[src/rtl/sprite_arb_pkg.sv]
// Package: shared slot layout for the sprite layer arbiter.
// Assumes a fixed 2-bit pixel value and 2-bit colour-set field per unit.
package sprite_arb_pkg;

    localparam int unsigned PIX_BITS = 2;
    localparam int unsigned PAL_BITS = 2;
    localparam int unsigned COLOR_W  = PAL_BITS + PIX_BITS;
    localparam int unsigned SLOT_W   = COLOR_W + 1;

    // One sprite unit's per-pixel offer; field order sets the packed bit layout.
    typedef struct packed {
        logic                pri;
        logic [PAL_BITS-1:0] pal;
        logic [PIX_BITS-1:0] pix;
    } spr_slot_t;

endpackage

[src/rtl/spr_opacity_scan.sv]
// Module: spr_opacity_scan
// Derives one opacity bit per unit and encodes the lowest-index opaque unit.
// Assumes unit 0 is the front of the list; purely combinational.
module spr_opacity_scan
    import sprite_arb_pkg::*;
#(
    parameter int unsigned NUM_UNITS = 8,
    localparam int unsigned IDX_W    = (NUM_UNITS > 1) ? $clog2(NUM_UNITS) : 1
) (
    input  spr_slot_t        slots [NUM_UNITS],
    output logic [NUM_UNITS-1:0] opq_vec,
    output logic [IDX_W-1:0] win_idx,
    output logic             any_opq
);

    // Per-unit opacity: any non-zero pixel bit.
    for (genvar g = 0; g < NUM_UNITS; g++) begin : g_opq
        assign opq_vec[g] = |slots[g].pix;
    end

    // Priority encode: scan from the back so the lowest opaque index is kept.
    always_comb begin
        win_idx = '0;
        for (int i = NUM_UNITS - 1; i >= 0; i--) begin
            if (opq_vec[i]) begin
                win_idx = IDX_W'(i);
            end
        end
    end

    // Any-opaque flag for the output gate.
    assign any_opq = |opq_vec;

endmodule

[src/rtl/spr_layer_mux.sv]
// Module: spr_layer_mux
// Selects the winning unit's colour and priority; forces zeros when none is opaque.
// Assumes win_idx is only meaningful while any_opq is high.
module spr_layer_mux
    import sprite_arb_pkg::*;
#(
    parameter int unsigned NUM_UNITS = 8,
    localparam int unsigned IDX_W    = (NUM_UNITS > 1) ? $clog2(NUM_UNITS) : 1
) (
    input  spr_slot_t          slots [NUM_UNITS],
    input  logic [IDX_W-1:0]   win_idx,
    input  logic               any_opq,
    output logic [COLOR_W-1:0] color,
    output logic               pri,
    output logic               opaque
);

    spr_slot_t picked;

    // Indexed select across all units.
    always_comb begin
        picked = '0;
        for (int i = 0; i < NUM_UNITS; i++) begin
            if (win_idx == IDX_W'(i)) begin
                picked = slots[i];
            end
        end
    end

    // Output gate: a transparent layer presents all zeros.
    always_comb begin
        if (any_opq) begin
            color  = {picked.pal, picked.pix};
            pri    = picked.pri;
            opaque = 1'b1;
        end else begin
            color  = '0;
            pri    = 1'b0;
            opaque = 1'b0;
        end
    end

endmodule

[src/rtl/spr_zero_hit.sv]
// Module: spr_zero_hit
// Sticky sprite-zero hit flag; set by overlap of unit 0 and background on enabled pixels.
// Assumes a synchronous active-low reset; clear has precedence over set.
module spr_zero_hit (
    input  logic clk,
    input  logic rst_n,
    input  logic pix_en,
    input  logic frame_clr,
    input  logic zero_in_range,
    input  logic u0_opq,
    input  logic bg_opq,
    output logic hit
);

    logic set_req;

    // Hit condition for this pixel.
    assign set_req = pix_en & zero_in_range & u0_opq & bg_opq;

    // Flag register: reset, then clear, then set, else hold.
    always_ff @(posedge clk) begin
        if (!rst_n) begin
            hit <= 1'b0;
        end else if (frame_clr) begin
            hit <= 1'b0;
        end else if (set_req) begin
            hit <= 1'b1;
        end
    end


    hit_clear_chk: assert property (@(posedge clk) disable iff (!rst_n)
        frame_clr |=> !hit);


    hit_sticky_chk: assert property (@(posedge clk) disable iff (!rst_n)
        (hit && !frame_clr) |=> hit);


    hit_set_chk: assert property (@(posedge clk) disable iff (!rst_n)
        (pix_en && zero_in_range && u0_opq && bg_opq && !frame_clr) |=> hit);


    hit_range_gate_chk: assert property (@(posedge clk) disable iff (!rst_n)
        (!hit && !zero_in_range) |=> !hit);


    hit_enable_gate_chk: assert property (@(posedge clk) disable iff (!rst_n)
        (!hit && !pix_en) |=> !hit);

endmodule

[src/rtl/sprite_layer_arbiter.sv]
// Module: sprite_layer_arbiter
// Top: unpacks unit slots, picks the frontmost opaque sprite and tracks sprite-zero hits.
// Assumes slot u sits at unit_val[5u+4:5u]; layer path is combinational.
module sprite_layer_arbiter
    import sprite_arb_pkg::*;
#(
    parameter int unsigned NUM_UNITS = 8,
    localparam int unsigned IDX_W    = (NUM_UNITS > 1) ? $clog2(NUM_UNITS) : 1,
    localparam int unsigned VAL_W    = NUM_UNITS * SLOT_W
) (
    input  logic               clk,
    input  logic               rst_n,
    input  logic               pix_en,
    input  logic               frame_clr,
    input  logic               zero_in_range,
    input  logic               bg_opaque,
    input  logic [VAL_W-1:0]   unit_val,
    output logic [COLOR_W-1:0] lay_color,
    output logic               lay_pri,
    output logic               lay_opaque,
    output logic               zero_hit
);

    spr_slot_t              slots [NUM_UNITS];
    logic [NUM_UNITS-1:0]   opq_vec;
    logic [IDX_W-1:0]       win_idx;
    logic                   any_opq;

    // Slot unpacking, one field group per unit.
    for (genvar g = 0; g < NUM_UNITS; g++) begin : g_unpack
        assign slots[g] = unit_val[g*SLOT_W +: SLOT_W];
    end

    spr_opacity_scan #(.NUM_UNITS(NUM_UNITS)) u_scan (
        .slots   (slots),
        .opq_vec (opq_vec),
        .win_idx (win_idx),
        .any_opq (any_opq)
    );

    spr_layer_mux #(.NUM_UNITS(NUM_UNITS)) u_mux (
        .slots   (slots),
        .win_idx (win_idx),
        .any_opq (any_opq),
        .color   (lay_color),
        .pri     (lay_pri),
        .opaque  (lay_opaque)
    );

    spr_zero_hit u_hit (
        .clk           (clk),
        .rst_n         (rst_n),
        .pix_en        (pix_en),
        .frame_clr     (frame_clr),
        .zero_in_range (zero_in_range),
        .u0_opq        (opq_vec[0]),
        .bg_opq        (bg_opaque),
        .hit           (zero_hit)
    );


    empty_layer_chk: assert property (@(posedge clk) disable iff (!rst_n)
        !lay_opaque |-> (lay_color == '0 && !lay_pri));


    winner_opaque_chk: assert property (@(posedge clk) disable iff (!rst_n)
        lay_opaque |-> opq_vec[win_idx]);


    winner_color_chk: assert property (@(posedge clk) disable iff (!rst_n)
        lay_opaque |-> (lay_color == {slots[win_idx].pal, slots[win_idx].pix}));

endmodule

[config.mk]
export PLATFORM = sky130hd
export DESIGN_NAME = sprite_layer_arbiter
export DESIGN_NICKNAME = d
export VERILOG_FILES = /design/src/rtl/sprite_arb_pkg.sv /design/src/rtl/spr_opacity_scan.sv /design/src/rtl/spr_layer_mux.sv /design/src/rtl/spr_zero_hit.sv /design/src/rtl/sprite_layer_arbiter.sv
export SDC_FILE = /design/constraint.sdc
export NUM_CORES = 1
export LEC_CHECK = 0
export ABC_CLOCK_PERIOD_IN_PS = 3390
export BUFFER_PORTS_ARGS = -buffer_cell sky130_fd_sc_hd__buf_2
export CORE_MARGIN = 4
export CORE_UTILIZATION = 43
export CTS_BUF_LIST = sky130_fd_sc_hd__clkbuf_4 sky130_fd_sc_hd__clkbuf_8
export DETAILED_ROUTE_END_ITERATION = 8
export HOLD_SLACK_MARGIN = 0.05
export PLACE_DENSITY = 0.9
export SLEW_MARGIN = 0
export SYNTH_ARGS = -nofsm -noshare
export SYNTH_HDL_FRONTEND = slang
export SYNTH_SLANG_ARGS = --single-unit
[constraint.sdc]
create_clock -name clk -period 3.39 [get_ports clk]
set_input_delay 0.1695 -clock clk [delete_from_list [all_inputs] [get_ports clk]]
set_output_delay 0.1695 -clock clk [all_outputs]
set_load 0.01 [all_outputs]
==> impl_results.md <==
- Slowest-stage cell, CP: nor4_4
- Metal-1 WL: 888 um
- Clock period minus worst slack: 1.97 ns
- Largest net degree at the start of global routing: 11
- Max Used Layer: met3
- Synth async-reset ratio: 0
- Gpl congestion: 0.863
- Post-CTS Hold Buffers: 0
- Post-DP HPWL: 2020 um
- Buf/Inv on CP: 2
- Top FF cell, synth: dfxtp_1
- Mapped Cells: 93
- Routed wl met3: 252 um
- IO Pins: 53
- Grt ovf: 0
- Initial antenna violation count: 0
- Worst skew pair latency: 0 ns
- Clk slew on worst S/H paths: 0 ns
- Ratio of final minimum period to clock period: 0.580
- # setup viols final: 0
- Synth cell types: 36
- Vias per inst: 6.11
- Clock Skews: 0 ns
- Layout area overhead: 38.8%
- Initial DRC count: 24
- Largest Register: u_hit.hit
- Final count of hold timing violations: 0
- Residual DRC: 0
- Total GRT Usage: 0.211
- Max reg flops: 1
- Fillers: 135
- Placed cell area: 903 um2
- Cell-by-cell trace of the critical path: buf_2 -> nor4_4 -> nand2_2 -> a21boi_0 -> o211ai_1 -> a211oi_1 -> buf_2
- Setup Crit Path Kind: input pin to primary output
- Drt total wl: 2280 um
- ANT nets after route: 0
- Vias in the first global route: 903
- Ys Warns: 0
- Sequential area share after synthesis: 0.0308
- Maxcap violations: 0
- Area leader, netlist: o211ai_1
- Mapped Nets: 139
- Cell Rows: 13
- Max transition margin: 0.551
- Status: finished clean
- Wirelength per Cell: 14.5 um
- Biggest regs: u_hit.hit: 1 flops
- CP startpoint kind: input pin
- CP required: 3.22 ns
- Max Transition Viols Final: 0
- Final TNS setup: 0 ns
- Pwr dens: 114 mW/mm2
- DR vias: 960
- Hold Crit Class: input pin to flip-flop
- Die height: 46.9 um
- Setup Fix Bufs, Post-CTS: 0
- N_diodes: 0
- Fin area: 903 um2
- CP endpoint kind: primary output
- Share of cells above drive strength 1: 0.430
- Top-area cell type share of the netlist area: 0.0692
- Core area: 0.00137 mm2
- Syn Area/Cell: 7.00 um2
- Commonest cells post-synth: nor2_1, o21ai_0, nand2_1, o211ai_1, nor3_1
- Synth top area cells: o211ai_1, nor4_4, o21ai_0, nor2_1, o21a_1
- Register area: 20.0 um2
- Peak supply drop: 86.9 uV
- Area of the multi-input gates: 593 um2
- Port bufs: 52
- Yosys reg bits: 1
- Crit-path leading delay family: simple AND/OR/NAND/NOR gates
- Slowest stage delay, CP: 0.58 ns
- Worst Path Arrival: 1.80 ns
- Most common cell on crit path: buf_2
- Drt pass-1 iters: 4
- Die Width: 46.9 um
- Die area: 0.00220 mm2
- Number of synthesized flops with an enable pin: 0
- Fmax: 0.509 GHz
- Nets@finish: 190
- Worst slew pin tran: 0.668 ns
- Initial Util: 0.476
- Pleak: 0.373 nW
- Critical-path maximum fanout: 10
- Routed wl met2: 1140 um
- Unrepaired setup endpoints after global routing: false
- Syn Std Cell Area: 651 um2
- First-pass GRT wire length: 3500 um
- Post-cts sizing count: 0
==> through the flow <==
| stage | hold WS, ns | total power, mW | setup WS, ns | util | instances |
|---|---|---|---|---|---|
| 6_report | 0.331 | 0.103 | 1.42 | 0.661 | 157 |
| 3_3_place_gp | 0.331 | 0.0993 | 1.50 | 0.661 | 157 |
| 3_5_place_dp | 0.333 | 0.102 | 1.44 | 0.661 | 157 |
| 4_1_cts | 0.333 | 0.103 | 1.44 | 0.661 | 157 |
| 2_1_floorplan | 0.246 | 0.0545 | 1.85 | - | 93 |
| 5_1_grt | 0.349 | 0.112 | 1.22 | 0.661 | 157 |
==> cell type report <==
| cell class | count | area share |
|---|---|---|
| multi-input cells | 86 | 0.657 |
| repair buffers | 52 | 0.288 |
| flip-flops and latches | 1 | 0.0222 |
| well taps | 15 | 0.0208 |
| inverters | 3 | 0.0125 |
==> metal layers <==
metal  global-route usage  up-vias
met5                    0        -
met4               0.0166        0
met3               0.0153        0
met2                0.423       53
met1                0.248      428
li1                     -      479
==> cell families (layout without fill, tap and decap cells) <==
logic type	after synthesis	after routing	share of synthesized area
AOI/OAI and AO/OA	43	43	0.483
and+or+nand+nor	41	41	0.398
buffers and inverters	6	55	0.0577
muxes	2	2	0.0308
DFF	1	1	0.0308
==> placed cells by master (no fill, tap or decap), drive strengths merged, types with 4 or more instances in the layout <==
cell | netlist | routed
nor2 | 9 | 9
buf | 2 | 52
o21ai | 8 | 8
nor4 | 5 | 5
o211ai | 6 | 6
o21a | 4 | 4
nand3 | 4 | 4
nor3 | 5 | 5
nand2 | 7 | 7
a21oi | 4 | 4
a31oi | 4 | 4
==> report_power, final <==
| part | switching, mW | internal (mW) |
|---|---|---|
| registers | 0.000103 | 0.0122 |
| clock network | 0 | 0 |
| logic | 0.0487 | 0.0418 |
| total | 0.0488 | 0.0541 |
==> final timing paths <==
path / start / endpoint / slack, ns / depth (start not counted)
worst min-delay path: frame_clr / u_hit.hit / 0.33 / 2
worst min register to register: u_hit.hit / u_hit.hit / 0.56 / 2
worst max-delay path: unit_val[15] / lay_color[2] / 1.42 / 7
worst max register to register: u_hit.hit / u_hit.hit / 2.75 / 2
No activity file was read; power rests on OpenSTA's default activity.
